## src/rtl/codec_pkg.sv

```systemverilog
`timescale 1ns/1ps
package codec_pkg;

    localparam int CODEC_WORD = 20;
    localparam int CODEC_HIST = 9;
    localparam int CODEC_TAP  = 4;

    typedef enum logic {
        DIR_TX = 1'b0,
        DIR_RX = 1'b1
    } codec_dir_e;

    typedef struct packed {
        logic       coded;
        codec_dir_e dir;
    } codec_mode_t;

    // scrambler feedback: data bit with the far and near history taps
    function automatic logic scr_mix(input logic bit_in, input logic far_tap,
                                     input logic near_tap);
        return bit_in ^ far_tap ^ near_tap;
    endfunction

endpackage

```

## src/rtl/scr_tx_core.sv

```systemverilog
`timescale 1ns/1ps
module scr_tx_core #(
    parameter int WORD_W  = 20,
    parameter int HIST_W  = 9,
    parameter int TAP_POS = 4
) (
    input  logic [WORD_W-1:0] plain,
    input  logic [HIST_W-1:0] hist_in,
    input  logic              nrzi_in,
    output logic [WORD_W-1:0] coded,
    output logic [HIST_W-1:0] hist_out,
    output logic              nrzi_out
);
    import codec_pkg::*;

    // unrolled serial walk, bit 0 first
    always_comb begin : walk
        logic [HIST_W-1:0] h;
        logic              p;
        logic              s;
        h     = hist_in;
        p     = nrzi_in;
        coded = '0;
        for (int i = 0; i < WORD_W; i++) begin
            s        = scr_mix(plain[i], h[HIST_W-1], h[TAP_POS-1]);
            h        = {h[HIST_W-2:0], s};
            p        = p ^ s;
            coded[i] = p;
        end
        hist_out = h;
        nrzi_out = p;
    end

endmodule

```

## src/rtl/scr_rx_core.sv

```systemverilog
`timescale 1ns/1ps
module scr_rx_core #(
    parameter int WORD_W  = 20,
    parameter int HIST_W  = 9,
    parameter int TAP_POS = 4
) (
    input  logic [WORD_W-1:0] coded,
    input  logic [HIST_W-1:0] hist_in,
    input  logic              nrzi_in,
    output logic [WORD_W-1:0] plain,
    output logic [HIST_W-1:0] hist_out,
    output logic              nrzi_out
);
    import codec_pkg::*;

    // NRZI decode, then feed-forward descramble over received history
    always_comb begin : walk
        logic [HIST_W-1:0] h;
        logic              p;
        logic              s;
        h     = hist_in;
        p     = nrzi_in;
        plain = '0;
        for (int i = 0; i < WORD_W; i++) begin
            s        = coded[i] ^ p;
            p        = coded[i];
            plain[i] = scr_mix(s, h[HIST_W-1], h[TAP_POS-1]);
            h        = {h[HIST_W-2:0], s};
        end
        hist_out = h;
        nrzi_out = p;
    end

endmodule

```

## src/rtl/nrzi_scr_codec.sv

```systemverilog
`timescale 1ns/1ps
module nrzi_scr_codec #(
    parameter int WORD_W  = codec_pkg::CODEC_WORD,
    parameter int HIST_W  = codec_pkg::CODEC_HIST,
    parameter int TAP_POS = codec_pkg::CODEC_TAP
) (
    input  logic              clk,
    input  logic              rst,
    input  logic [WORD_W-1:0] din,
    input  logic              vld_in,
    input  logic              code_en,
    input  logic              dir_rx,
    output logic [WORD_W-1:0] dout
);
    import codec_pkg::*;

    generate
        if (TAP_POS < 1 || TAP_POS >= HIST_W) begin : g_bad_tap
            $error("TAP_POS must lie inside the history");
        end
    endgenerate

    codec_mode_t       mode;
    logic [HIST_W-1:0] hist_q;
    logic              nrzi_q;

    logic [WORD_W-1:0] tx_word, rx_word;
    logic [HIST_W-1:0] tx_hist, rx_hist;
    logic              tx_nrzi, rx_nrzi;

    logic [WORD_W-1:0] word_nx;
    logic [HIST_W-1:0] hist_nx;
    logic              nrzi_nx;

    assign mode.coded = code_en;
    assign mode.dir   = codec_dir_e'(dir_rx);

    scr_tx_core #(.WORD_W(WORD_W), .HIST_W(HIST_W), .TAP_POS(TAP_POS)) u_tx (
        .plain   (din),
        .hist_in (hist_q),
        .nrzi_in (nrzi_q),
        .coded   (tx_word),
        .hist_out(tx_hist),
        .nrzi_out(tx_nrzi)
    );

    scr_rx_core #(.WORD_W(WORD_W), .HIST_W(HIST_W), .TAP_POS(TAP_POS)) u_rx (
        .coded   (din),
        .hist_in (hist_q),
        .nrzi_in (nrzi_q),
        .plain   (rx_word),
        .hist_out(rx_hist),
        .nrzi_out(rx_nrzi)
    );

    always_comb begin
        word_nx = din;
        hist_nx = hist_q;
        nrzi_nx = nrzi_q;
        if (mode.coded) begin
            if (mode.dir == DIR_RX) begin
                word_nx = rx_word;
                hist_nx = rx_hist;
                nrzi_nx = rx_nrzi;
            end else begin
                word_nx = tx_word;
                hist_nx = tx_hist;
                nrzi_nx = tx_nrzi;
            end
        end
    end

    always_ff @(posedge clk) begin
        if (rst) begin
            dout   <= '0;
            hist_q <= '0;
            nrzi_q <= 1'b0;
        end else if (vld_in) begin
            dout   <= word_nx;
            hist_q <= hist_nx;
            nrzi_q <= nrzi_nx;
        end
    end

endmodule

```

## config.mk

```make
export PLATFORM = sky130hd
export DESIGN_NAME = nrzi_scr_codec
export DESIGN_NICKNAME = d
export VERILOG_FILES = /design/src/rtl/codec_pkg.sv /design/src/rtl/scr_tx_core.sv /design/src/rtl/scr_rx_core.sv /design/src/rtl/nrzi_scr_codec.sv
export SDC_FILE = /design/constraint.sdc
export NUM_CORES = 1
export LEC_CHECK = 0
export BUFFER_PORTS_ARGS = -buffer_cell sky130_fd_sc_hd__buf_2
export CAP_MARGIN = 20
export CORE_MARGIN = 8
export CORE_UTILIZATION = 60
export DETAILED_ROUTE_END_ITERATION = 10
export PLACE_DENSITY = 0.84
export SLEW_MARGIN = 10
export SYNTH_ARGS = -nofsm -noshare
export SYNTH_HDL_FRONTEND = slang
export SYNTH_HIERARCHICAL = 1
export SYNTH_SLANG_ARGS = --single-unit
```

## constraint.sdc

```tcl
create_clock -name clk -period 4.8 [get_ports clk]
set_input_delay 0.72 -clock clk [delete_from_list [all_inputs] [get_ports clk]]
set_output_delay 0.72 -clock clk [all_outputs]
set_load 0.03 [all_outputs]
```

# ---- Word-level counts from Yosys, hierarchy flattened
# Index checks and enable logic that the tools add are counted.
dict set report op_classes {
  muxes 4
  reduce_logical 1
  bitwise 120
}
# operator count
set op_table {}
lappend op_table {{1-bit XOR} 120}
lappend op_table {{20-bit two-way mux} 2}
lappend op_table {{9-bit two-way mux} 1}
lappend op_table {{2-bit AND reduction} 1}
lappend op_table {{1-bit two-way mux} 1}
dict set report totals {
  out_inout_bits 20
  word_cells 128
  regBits 30
}

# ---- Longest topological paths before layout
dict set report depth {
  word_depth 24
  depth_mapped 9
  depth_no_buf 8
}

# ---- Modules after synthesis
# Netlist, hierarchy kept.
# mod seq_area_each_um2 cells_per_inst area_per_inst_um2 n_inst
set modules_own_cells {}
lappend modules_own_cells {nrzi_scr_codec 600.6 162 1979.4 1}
lappend modules_own_cells {scr_tx_core 0.0 79 1003.5 1}
lappend modules_own_cells {scr_rx_core 0.0 51 733.2 1}

# ---- Worst setup path after synthesis
# No wires, ideal clock.
dict set report synth_path {
  path_type {input -> register}
  startpoint {input din[4]}
  endpoint {register dout[19]}
  path_buffers 1
  stages 9
  setup_slack_ns 1.568
  required_ns 4.672
  t_arrival_ns 3.104
  path_cell_list {xnor3_1 > xnor2_2 > xor3_2 > xor2_4 > xnor3_2 > xor2_1 > buf_4 > mux2i_1 > o221ai_2}
}
# element line_no
set synth_lines {}
lappend synth_lines {{start, declared} nrzi_scr_codec.sv:9} ;# input logic [WORD_W-1:0] din,
lappend synth_lines {{1-bit XOR * (4 in series)} codec_pkg.sv:21} ;# return bit_in ^ far_tap ^ near_tap;
lappend synth_lines {{named net tx_hist[6]} nrzi_scr_codec.sv:28} ;# logic [HIST_W-1:0] tx_hist, rx_hist;
lappend synth_lines {{1-bit XOR (4 in series)} scr_tx_core.sv:27} ;# p = p ^ s;
lappend synth_lines {{1-bit XOR * (2 in series)} scr_tx_core.sv:27}
lappend synth_lines {{named net tx_word[18]} nrzi_scr_codec.sv:27} ;# logic [WORD_W-1:0] tx_word, rx_word;
lappend synth_lines {{1-bit XOR *} scr_tx_core.sv:27}
lappend synth_lines {{named net tx_nrzi} nrzi_scr_codec.sv:29} ;# logic tx_nrzi, rx_nrzi;
lappend synth_lines {{20-bit two-way mux *} nrzi_scr_codec.sv:61} ;# if (mode.dir == DIR_RX) begin
lappend synth_lines {{20-bit two-way mux *} nrzi_scr_codec.sv:60} ;# if (mode.coded) begin
lappend synth_lines {{end signal, assigned} nrzi_scr_codec.sv:79} ;# dout <= word_nx;
lappend synth_lines {{end, declared} nrzi_scr_codec.sv:13} ;# output logic [WORD_W-1:0] dout
# Mark *: on every way through the listed nets, which the timed path passes. The rest lies on a longest branch.
# A chain may end at the register's enable or synchronous reset.

# ---- Worst setup path in the final report
dict set report layout_path {
  startpoint {input din[0]}
  endpoint {register dout[19]}
}
dict set report layout_via {
  elab_chain_len 24
}
# element line_no
set layout_lines {}
lappend layout_lines {{1-bit XOR * (2 in series)} codec_pkg.sv:21}
lappend layout_lines {{1-bit XOR (18 in series)} scr_tx_core.sv:27}
lappend layout_lines {{1-bit XOR *} scr_tx_core.sv:27}
lappend layout_lines {{named net tx_word[18]} nrzi_scr_codec.sv:27}
lappend layout_lines {{1-bit XOR *} scr_tx_core.sv:27}
lappend layout_lines {{named net tx_nrzi} nrzi_scr_codec.sv:29}
lappend layout_lines {{20-bit two-way mux *} nrzi_scr_codec.sv:61}
lappend layout_lines {{20-bit two-way mux *} nrzi_scr_codec.sv:60}
# Marks and branches as above.

==> flow_summary.json <==
{
  "status": "complete, no violations",
  "setup_viol": 0,
  "finalPower_mw": 2.39,
  "cts.hold.buffers_added": 0,
  "fin_hold_ws_ns": 0.518,
  "final_area_sq_mm": 0.00392,
  "crit_fanout": 6,
  "synthTopCellsByCount": "45 x xnor2_1, 30 x dfxtp_1, 30 x mux2i_1, 24 x xor2_1",
  "yosysWarnings": 6,
  "drive_gt1_share_pct": 37.6,
  "cts_tree": "built",
  "core_sq_mm": 0.00596,
  "dpl.hpwl_mm": 6.61,
  "tightest_slew_ns": 0.907,
  "yosysTopAreaCellShare_pct": 16.2,
  "gp_congestion": 0.908,
  "clock_latency_ns": 0.30,
  "clock_skew_ns": 0.00826,
  "clock-sinks": 30,
  "drtIter0Drc": 174,
  "antenna_found_initial": 0,
  "h-tree-depth": 2,
  "seqCellArea_sq_um": 601,
  "cts_max_path_buffers": 2,
  "maxCapViolCount": 0,
  "cts_buffers": 5,
  "grt_remaining_overflow": 0,
  "p_per_area_mw_per_mm2": 608,
  "synthArstFlopShare_pct": 0,
  "drc_errors": 0,
  "slew_violations": 0,
  "finalHoldViolations": 0,
  "ir_drop_mv": 0.500,
  "end_kind": "flop",
  "syn-cell-area_sq_mm": 0.00372,
  "synthCells": 292,
  "rows": 28,
  "synth_area_leaders": "dfxtp_1 16%, xnor2_1 11%, xnor3_1 9.1%, mux2i_1 8.1%, o221ai_2 8.1%",
  "num_antenna_cells": 0,
  "period_needed_ns": 3.18,
  "io_pins": 45,
  "fillers": 483,
  "cts_root_buf": "clkbuf_8",
  "die_h_microns": 94.7,
  "cp.arrival_ns": 3.35,
  "postRouteAntennaNets": 0,
  "synth_area_leader_cell": "dfxtp_1",
  "critPathKind": "in2reg",
  "power_leakage_nw": 1.75,
  "layout.nets": 346,
  "initial_core_util_pct": 62.4,
  "post_drt_wl_per_cell_microns": 21.8,
  "clock.fmax_mhz": 315,
  "hold_path_class": "reg2reg",
  "critPathLaunchType": "input pin",
  "io_buffers": 44,
  "yosys.cell_count.top_type": "xnor2_1",
  "drt_pre_antenna_iters": 4,
  "die_area_sq_mm": 0.00897,
  "finalSetupTns_ns": 0,
  "ys_seq_area_share_pct": 16.2,
  "synth_ff_type": "dfxtp_1",
  "grt_max_degree": 33,
  "synth_seq_cells": 30,
  "grt_pass1_wl_mm": 13.7,
  "relSlewSlack_pct": 39.5,
  "synth_nets": 317,
  "yosysUniqueCellTypes": 27,
  "route.vias.total": 2325,
  "syn_area_per_cell_sq_um": 12.7,
  "post_dp_cell_area_sq_mm": 0.00383,
  "grt_setup_unrepaired": "no",
  "grt_pass1_vias": 2393,
  "syn_to_final_growth_pct": 5.56,
  "gr-usage-all-layers_pct": 20.2,
  "fin_cells": 397,
  "cp.required_ns": 4.97,
  "cts_resized": 0,
  "post_cts_buffers": 0,
  "dpl.cell_count": 389,
  "die_width_microns": 94.7,
  "clk_pin_slew_ns": 0.08,
  "synth-edff-count": 0,
  "fin_crit_sh_pct": 66.2,
  "multi_input_area_sq_mm": 0.00288,
  "routed_wl_mm": 8.67,
  "viasPerCell": 5.86
}
placed cells by master (no fill, tap or decap):
cell / netlist / final
a211oi_2: 10 / 10
a21oi_2: 10 / 10
and2_2: 1 / 1
buf_2: 4 / 44
buf_4: 9 / 2
clkbuf_8: 0 / 6
clkinv_2: 0 / 1
clkinvlp_4: 0 / 1
dfxtp_1: 30 / 30
inv_1: 6 / 6
mux2i_1: 30 / 30
nand2b_1: 20 / 20
nand3b_4: 1 / 1
nand4bb_1: 19 / 19
o221ai_2: 20 / 20
or4bb_1: 1 / 1
xnor2_1: 45 / 45
xnor2_2: 16 / 16
xnor3_1: 15 / 15
xnor3_2: 3 / 3
xor2_1: 24 / 24
xor2_2: 1 / 1
xor2_4: 2 / 2
xor3_1: 11 / 11
xor3_2: 2 / 2
xor3_4: 1 / 1
through the flow:
stage	utilization, %	worst slack (ns)
global placement	64.3	1.39
CTS	65.9	1.62
finish	65.9	1.62
detailed placement	64.3	1.31
floorplan	-	1.57
global route	65.9	1.46
path summary, 6_finish.rpt:
kind,slack [ns],endpoint,cells past startpoint,startpoint
setup / recovery,1.62,dout[19],9,din[0]
hold / removal,0.52,dout[3],2,dout[3]
setup reg to reg,1.70,dout[19],8,hist_q[6]
hold reg to reg,0.52,dout[3],2,dout[3]
area by class of cell:
class	count	area share, %
Multi-Input combinational cell	232	73.3
Sequential cell	30	15.3
Timing Repair Buffer	46	6.00
Tap cell	75	2.39
Clock buffer	6	2.11
Inverter	6	0.574
Clock inverter	2	0.319
logic make-up after synthesis:
family / share of synthesized area (%)
multiplexers: 8.08
AO/OA/AOI/OAI: 13.8
flip-flops: 16.2
XOR/XNOR: 45.3
AND/OR/NAND/NOR: 10.2
buffers and inverters: 6.46
registers in the layout (all words and copies together) (netlist names):
signal,cells
hist_q,9
nrzi_q,1
dout,20
where the power goes:
part | leakage [nW] | total [mW] | switching, mW | internal, mW
Sequential | 0.248 | 0.358 | 0.0534 | 0.305
Clock | 0.0472 | 0.227 | 0.112 | 0.115
Combinational | 1.45 | 1.80 | 0.931 | 0.870
routing by layer:
metal / track usage (%) / vias to the layer above / wire [microns]
met4: 6.63 / 0 / 139
met1: 26.9 / 1149 / 3960
met3: 3.10 / 10 / 422
met2: 32.6 / 61 / 4150
met5: 0 / - / 0
li1: - / 1105 / -
worst max-delay path, stage by stage:
cell and delay, ns:
buf_2 0.19, xor2_4 0.30, xnor3_2 0.49, xnor3_2 0.47, xnor2_2 0.29, xnor3_2 0.40, xor2_1 0.18, mux2i_1 0.17
o221ai_2 0.12
No activity file was read; power rests on OpenSTA's default activity.
